==> config.mk <==
export PLATFORM = sky130hd
export DESIGN_NAME = cdtimer_top
export DESIGN_NICKNAME = d
export VERILOG_FILES = /design/src/rtl/cdt_pkg.sv /design/src/rtl/cdt_regdec.sv /design/src/rtl/cdt_regfile.sv /design/src/rtl/cdt_counter.sv /design/src/rtl/cdtimer_top.sv
export SDC_FILE = /design/constraint.sdc
export NUM_CORES = 1
export LEC_CHECK = 0
export BUFFER_PORTS_ARGS = -buffer_cell sky130_fd_sc_hd__buf_4
export CAP_MARGIN = 15
export CORE_MARGIN = 2
export CORE_UTILIZATION = 57
export DETAILED_ROUTE_END_ITERATION = 16
export PLACE_DENSITY = 0.78
export SLEW_MARGIN = 20
export SYNTH_ARGS = -nofsm -noshare
export SYNTH_HDL_FRONTEND = slang
export SYNTH_SLANG_ARGS = --single-unit
==> constraint.sdc <==
create_clock -name clk -period 7.85 [get_ports clk]
set_input_delay 0.785 -clock clk [delete_from_list [all_inputs] [get_ports clk]]
set_output_delay 0.785 -clock clk [all_outputs]
set_load 0.01 [all_outputs]
==> src/rtl/cdt_pkg.sv <==
package cdt_pkg;
  localparam int unsigned NUM_REGS    = 4;
  localparam int unsigned IDX_STATUS  = 0;
  localparam int unsigned IDX_CONTROL = 1;
  localparam int unsigned IDX_PERIOD  = 2;
  localparam int unsigned IDX_COUNT   = 3;

  localparam int unsigned CTRL_IE_BIT  = 0;
  localparam int unsigned CTRL_RUN_BIT = 2;
  localparam int unsigned STAT_EVT_BIT = 0;

  typedef enum logic [1:0] {
    SZ_BYTE = 2'd0,
    SZ_HALF = 2'd1,
    SZ_WORD = 2'd2,
    SZ_RSVD = 2'd3
  } acc_size_e;
endpackage

==> src/rtl/cdt_regdec.sv <==
module cdt_regdec
  import cdt_pkg::*;
#(
  parameter int unsigned ADDR_W = 8
) (
  input  logic                req_valid,
  input  logic                req_write,
  input  logic [ADDR_W-1:0]   req_addr,
  input  logic [1:0]          req_size,
  output logic [NUM_REGS-1:0] sel,
  output logic                acc_ok,
  output logic                acc_err,
  output logic                wr_en
);
  localparam int unsigned IDX_LSB = 2;

  logic [1:0] idx;
  logic       in_range;
  logic       aligned;
  logic       word_sz;
  logic       ro_hit;

  always_comb begin
    idx      = req_addr[IDX_LSB +: 2];
    in_range = ((req_addr >> (IDX_LSB + 2)) == '0);
    aligned  = (req_addr[IDX_LSB-1:0] == '0);
    word_sz  = (req_size == SZ_WORD);
    ro_hit   = req_write && (idx == 2'(IDX_COUNT));
    acc_ok   = req_valid && in_range && aligned && word_sz && !ro_hit;
    acc_err  = req_valid && !acc_ok;
    wr_en    = acc_ok && req_write;
    sel      = acc_ok ? (NUM_REGS'(1) << idx) : '0;
  end
endmodule

==> src/rtl/cdt_regfile.sv <==
module cdt_regfile
  import cdt_pkg::*;
#(
  parameter int unsigned DATA_W = 32
) (
  input  logic                clk,
  input  logic                rst,
  input  logic                wr_en,
  input  logic [NUM_REGS-1:0] sel,
  input  logic [DATA_W-1:0]   wdata,
  input  logic                fire,
  output logic [DATA_W-1:0]   status_o,
  output logic [DATA_W-1:0]   ctrl_o,
  output logic [DATA_W-1:0]   period_o
);
  localparam int unsigned NUM_RW = NUM_REGS - 1;

  logic [DATA_W-1:0] regs [NUM_RW];

  for (genvar i = 0; i < NUM_RW; i++) begin : g_rw
    always_ff @(posedge clk) begin
      if (rst) begin
        regs[i] <= '0;
      end else begin
        if (wr_en && sel[i]) regs[i] <= wdata;
        if ((i == IDX_STATUS) && fire) regs[i][STAT_EVT_BIT] <= 1'b1;
      end
    end
  end

  assign status_o = regs[IDX_STATUS];
  assign ctrl_o   = regs[IDX_CONTROL];
  assign period_o = regs[IDX_PERIOD];

  AST_EVT_SETS_FLAG: assert property (@(posedge clk) disable iff (rst)
    fire |=> status_o[STAT_EVT_BIT]);
  AST_FLAG_STICKY: assert property (@(posedge clk) disable iff (rst)
    (status_o[STAT_EVT_BIT] && !(wr_en && sel[IDX_STATUS])) |=> status_o[STAT_EVT_BIT]);
endmodule

==> src/rtl/cdt_counter.sv <==
module cdt_counter #(
  parameter int unsigned DATA_W = 32
) (
  input  logic              clk,
  input  logic              rst,
  input  logic              tick,
  input  logic              run,
  input  logic              ie,
  input  logic [DATA_W-1:0] period,
  output logic [DATA_W-1:0] count_o,
  output logic              fire_o,
  output logic              irq_o
);
  logic step;
  logic at_zero;

  always_comb begin
    step    = tick && run;
    at_zero = (count_o == '0);
    fire_o  = step && at_zero && ie;
  end

  always_ff @(posedge clk) begin
    if (rst) begin
      count_o <= '0;
      irq_o   <= 1'b0;
    end else begin
      irq_o <= fire_o;
      if (step) begin
        if (!at_zero)  count_o <= count_o - 1'b1;
        else if (ie)   count_o <= period;
      end
    end
  end

  AST_DECREMENT: assert property (@(posedge clk) disable iff (rst)
    (tick && run && count_o != '0) |=> (count_o == $past(count_o) - 1'b1));
  AST_HOLD_IDLE: assert property (@(posedge clk) disable iff (rst)
    !(tick && run) |=> $stable(count_o));
  AST_RELOAD: assert property (@(posedge clk) disable iff (rst)
    (tick && run && ie && count_o == '0) |=> (count_o == $past(period)));
  AST_IRQ_CAUSE: assert property (@(posedge clk) disable iff (rst)
    irq_o |-> $past(tick && run && ie && count_o == '0));
endmodule

==> src/rtl/cdtimer_top.sv <==
module cdtimer_top
  import cdt_pkg::*;
#(
  parameter int unsigned DATA_W = 32,
  parameter int unsigned ADDR_W = 8
) (
  input  logic              clk,
  input  logic              rst,
  input  logic              tick_en,
  input  logic              req_valid,
  input  logic              req_write,
  input  logic [ADDR_W-1:0] req_addr,
  input  logic [1:0]        req_size,
  input  logic [DATA_W-1:0] req_wdata,
  output logic              resp_valid,
  output logic              resp_err,
  output logic [DATA_W-1:0] resp_rdata,
  output logic              irq
);
  logic [NUM_REGS-1:0] sel;
  logic                acc_ok, acc_err, wr_en, fire;
  logic [DATA_W-1:0]   status_q, ctrl_q, period_q, count_q;
  logic [DATA_W-1:0]   rd_mux;

  cdt_regdec #(.ADDR_W(ADDR_W)) u_dec (
    .req_valid(req_valid), .req_write(req_write), .req_addr(req_addr),
    .req_size(req_size), .sel(sel), .acc_ok(acc_ok), .acc_err(acc_err),
    .wr_en(wr_en)
  );

  cdt_regfile #(.DATA_W(DATA_W)) u_regs (
    .clk(clk), .rst(rst), .wr_en(wr_en), .sel(sel), .wdata(req_wdata),
    .fire(fire), .status_o(status_q), .ctrl_o(ctrl_q), .period_o(period_q)
  );

  cdt_counter #(.DATA_W(DATA_W)) u_cnt (
    .clk(clk), .rst(rst), .tick(tick_en), .run(ctrl_q[CTRL_RUN_BIT]),
    .ie(ctrl_q[CTRL_IE_BIT]), .period(period_q), .count_o(count_q),
    .fire_o(fire), .irq_o(irq)
  );

  always_comb begin
    rd_mux = '0;
    if (acc_ok && !req_write) begin
      unique case (1'b1)
        sel[IDX_STATUS]:  rd_mux = status_q;
        sel[IDX_CONTROL]: rd_mux = ctrl_q;
        sel[IDX_PERIOD]:  rd_mux = period_q;
        sel[IDX_COUNT]:   rd_mux = count_q;
        default:          rd_mux = '0;
      endcase
    end
  end

  always_ff @(posedge clk) begin
    if (rst) begin
      resp_valid <= 1'b0;
      resp_err   <= 1'b0;
      resp_rdata <= '0;
    end else begin
      resp_valid <= req_valid;
      resp_err   <= acc_err;
      resp_rdata <= rd_mux;
    end
  end

  AST_RESP_NEXT: assert property (@(posedge clk) disable iff (rst)
    req_valid |=> resp_valid);
  AST_ERR_NO_EFFECT: assert property (@(posedge clk) disable iff (rst)
    (resp_valid && resp_err) |-> ($stable(period_q) && $stable(ctrl_q)));
  AST_ERR_ZERO_DATA: assert property (@(posedge clk) disable iff (rst)
    resp_err |-> (resp_rdata == '0));
endmodule

* Word-level counts from Yosys, hierarchy flattened
Memories as Yosys holds them, arrays and structs flattened.
Index checks and enable logic that the tools add are counted.
** Word-level totals
- Flip-flop bits (word level) :: 67
- Memories kept :: 1
- Logic and storage cells :: 60
- Bits in writable memories :: 96
** Cells by class
- Equality and inequality tests :: 3
- Bitwise gates (word level) :: 5
- Add/subtract/negate cells :: 1
- Reductions and logical operators :: 22
- Shift operators :: 1
- Mux-type cells :: 22
** Memory list
- u_regs.regs :: depth 3, width 32, read ports 3, clocked after memory_dff 0, wr ports 3, RTL line cdt_regfile.sv:18 : logic [DATA_W-1:0] regs [NUM_RW];
** Operators by type and width (number)
- $mux W32 :: 5
- $pmux W32 S4 :: 1
- $logic_not A32 Y1 :: 1
- $sub A32 B1 Y32 const B :: 1
- $mux W1 :: 15
- $logic_and A1 B1 Y1 :: 14
- $logic_not A8 Y1 :: 1
- $eq A2 B2 Y1 const B :: 2
- $mux W4 :: 1
- $or A1 B1 Y1 :: 4
- $shl A1 B2 Y4 const A :: 1
- $logic_not A1 Y1 :: 3
- $logic_not A2 Y1 :: 1
- $ne A2 B2 Y1 const B :: 1
- $reduce_and A2 Y1 :: 1
- $reduce_or A2 Y1 :: 1
- $not A1 Y1 :: 1

* Logic depth before layout (Yosys ltp)
- Word-level depth :: 12
- Depth in mapped cells :: 8
- Depth with buffers taken out :: 7

* Hierarchy
A second synthesis with hierarchy kept.
** Unflattened totals
- Cells, all modules :: 673
- Area total of the unflattened synthesis :: 7573.5 um^2
** By module, submodules not included
- cdt_regfile :: cells each 209, area each 3658.5 um^2, seq. area each 2882.8 um^2, times used 1
- cdt_counter :: cells each 297, area each 2290.9 um^2, seq. area each 660.6 um^2, times used 1
- cdtimer_top :: cells each 154, area each 1502.7 um^2, seq. area each 680.7 um^2, times used 1
- cdt_regdec :: cells each 13, area each 121.4 um^2, seq. area each 0.0 um^2, times used 1

* Worst setup path before layout
Ideal clock, no wire load.
- Kind :: input to register
- Start point :: input port req_addr[1]
- End point :: memory u_regs.regs[1][0], enable pin
- Arrival time :: 2.743 ns
- Path slack :: 4.719 ns
- Cell stages on the path :: 5
- Buffers on the path :: 1
- Path through :: nor4b_1 > nand4_1 > nor3b_2 > clkbuf_1 > a21o_1
** RTL lines
- start: declaration :: RTL line cdtimer_top.sv:12 : input logic [ADDR_W-1:0] req_addr,
- end: declaration :: RTL line cdt_regfile.sv:18

==> impl_metrics.yaml <==
sta:
  final-setup-viol-count: 0
  period_needed_ns: 3.480
  timing_max_transition_violations_final: 0
  max_clock_freq_mhz: 287.4
  worst_pin_slew_ns: 1.043
  finClkSkew_ns: 0.009046
  period_share_pct: 44.33
  setup_repair_after_global_routing_missed_its_margin: "false"
  setup_tns_ns: 0
  final-hold-violation-count: 0
  max-slew-margin-rel_pct: 29.58
yosys:
  area_share_of_fa_ha_maj_cells_after_synthesis_pct: 0.3319
  syn_area_um2: 7540
  yosys.area.top_type: "edfxtp_1"
  synth.lib_cells_used.distinct: 67
  synth-compound-area-share_pct: 17.09
  synth_warnings: 0
  synth_async_sr_flop_share_pct: 0
  synth_top_area_share_pct: 38.23
  syn-mean-instance-area_um2: 11.42
  share_of_synthesized_cell_area_in_and_or_nand_and_nor_gates_pct: 20.23
  synth_enable_flop_cells: 96
  combinational_family_with_the_most_area_after_synthesis: "simple AND/OR/NAND/NOR gates"
  synth.net_count: 709
  synthXorXnorAreaFrac_pct: 0.1162
  dominantRegCellSynth: "edfxtp_1"
  synth.yosys.seq_area_share_pct: 56.02
  muxShareOfSynthArea_pct: 2.539
  post_synthesis_cells: 660
  synth-seq-cells: 163
  synth.area.top_cells: "edfxtp_1, dfxtp_1, and2_1"
global_routing:
  grt_pass1_vias: 5837
  groute.usage.overall_pct: 28.49
  initial_antenna_violation_count: 0
  globalRoute.totalOverflow: 0
  grt_max_degree: 35
  global_route_wire_length_before_repair_um: 31100
worst_setup_path:
  timing.critical_path.arrival_ns: 3.64
  critPathSlowestCell: "nand3_2"
  worst_path_largest_cell_delay_ns: 0.83
  setup.worst_path.start_class: "flop"
  worstSetupStartpoint: "u_cnt.count_o[10]"
  critical_path.top_delay_family: "simple AND/OR/NAND/NOR gates"
  crit_fanout: 34
  crit_path_cell_trace: "nor4_4 -> and4_1 -> nand3_2 -> nor3_2 -> or2_2"
  r2r-start: "u_cnt.count_o[10]"
  worstSetupEndpointType: "flop"
  required_time_at_the_worst_slack_endpoint_ns: 8.01
  crit_type: "flop to flop"
  critPathBufInv: 0
power:
  power_per_cell_area_nw_per_um2: 411.9
  leakagePower_uw: 0.003233
  max-vdd-ir-drop_mv: 0.3400
clocking:
  clock_buffer_count_from_cts: 17
  clock-sinks: 163
  clock-root-buffer: "clkbuf_16"
  holdBufCountCts: 0
  post-cts-setup-buffer-count: 0
  h-tree-depth: 4
  cts_repair_resize_count: 0
  tritoncts_clock_tree: "done"
  clk_latency_ns: 0.44
  cts-root-to-sink-buffers: 2
  clkSlewWorstSetupHoldPaths_ns: 0.07
place:
  dp_hpwl_um: 11980
  place.gp.congestion: 0.9389
  port-buffer-count: 81
  placed_standard_cell_area_um2: 8260
  total_instance_count_after_detailed_placement: 881
layout:
  final_net_count: 773
  syn2layout_area_growth_pct: 17.81
  postLayoutCoreUtil_pct: 67.88
  stdcell_area_um2: 8882
  drive_above_1_share_pct: 21.85
  diodes: 0
  finish.cell_count_without_fillers: 913
status:
  status: "complete, no violations"
route:
  drt_iter0_markers: 569
  avgViaCountPerCell: 6.345
  ant_nets: 0
  drt_first_pass_iters: 5
  drc: 0
  routed_wl_um: 19370
  detailroute.via_count: 5793
  post_drt_wl_per_cell_um: 21.22
floorplan:
  die_y_um: 119.0
  fp-row-count: 42
  floorplan.io_pins: 82
  die-width_um: 119.0
  core_um2: 13090
  start_util_pct: 57.62
  die-area_um2: 14160
worst_hold_path:
  hold_path.class: "flop to flop"
  timing.hold.worst.start: "u_regs.regs[2][29]"
job:
  max-cap-violations: 0
[report_power, final]
group	leakage, µW	internal [µW]	switching, µW
clock network	0.000289	532	348
logic	0.00149	604	1030
registers	0.00145	1000	143
total	0.00323	2140	1520
[final timing paths]
kind / cells after the start / slack (ns) / endpoint
setup / recovery: 5 / 4.37 / u_regs.regs[0][0]
hold / removal: 1 / 0.53 / u_cnt.count_o[29]
setup reg to reg: 5 / 4.37 / u_regs.regs[0][0]
hold reg to reg: 1 / 0.53 / u_cnt.count_o[29]
[through the flow]
stage | power (µW) | hold slack, ns | worst slack [ns]
CTS | 3625 | 0.5145 | 4.380
finish | 3658 | 0.5259 | 4.370
detailed placement | 2745 | 0.4890 | 3.953
global route | 3842 | 0.5522 | 4.167
floorplan | 2402 | 0.4554 | 4.719
global placement | 2676 | 0.5015 | 4.180
[synth_stat cells (3+ instances only)]
cell type / instances
nor2b_1: 3
nor3_2: 3
nor2_1: 16
inv_1: 17
and3b_1: 3
buf_2: 11
a22oi_1: 64
and3_1: 3
nor4_1: 15
mux2i_1: 18
dfxtp_1: 67
nand3_1: 13
or3_1: 8
nand2b_1: 7
nor3_1: 12
clkbuf_1: 29
and2_1: 98
o32ai_2: 7
buf_4: 3
a21oi_1: 46
a32o_1: 8
edfxtp_1: 96
and4_1: 4
nor3b_2: 3
or4_1: 7
o31ai_1: 3
o32ai_1: 5
nand4_1: 9
nand2_1: 22
o21ai_1: 4
a21o_1: 4
a21oi_2: 6
[state kept, by name, summed over array words and instances (netlist names)]
name and count:
resp_err 1, resp_rdata 32, u_cnt.irq_o 1, resp_valid 1
u_cnt.count_o 32, u_regs.regs 96
[cell usage in the layout, fill, tap and decap left out, types with 5 or more instances in the layout]
cell type / instances
nand3_1: 13
buf_4: 91
o32ai_1: 5
clkbuf_16: 17
nor3_1: 10
mux2i_1: 18
nand2_1: 22
a21oi_2: 6
nand2b_1: 7
dfxtp_1: 67
nor4_1: 15
a21oi_1: 46
and2_1: 98
or4_1: 7
edfxtp_1: 96
or3_1: 8
o32ai_2: 7
a32o_1: 8
inv_1: 17
a22oi_1: 64
nor2_1: 16
nand4_1: 9
[cells by family after synthesis]
group,Yosys count
mux,19
xor+xnor,1
simple gates,242
fa+ha+maj,2
compound gates,170
buf+inv,63
flops,163
[final cells by class]
type	instances	area [µm²]
clock buffers	19	432.9
multi-input cells	434	3072
clock inverters	13	186.4
well taps	176	220.2
inverters	17	63.81
flip-flops and latches	163	4224
fillers	986	4203
repair buffers	91	683.2
[routing by layer]
metal	share of wire, %	GRT usage (%)	wire, µm
met5	0	0	0
met4	2.5	11.90	493
met3	6.7	7.663	1291
met2	50	46.23	9624
met1	41	36.15	7960
Note: power is estimated with default switching activity, not from simulation.
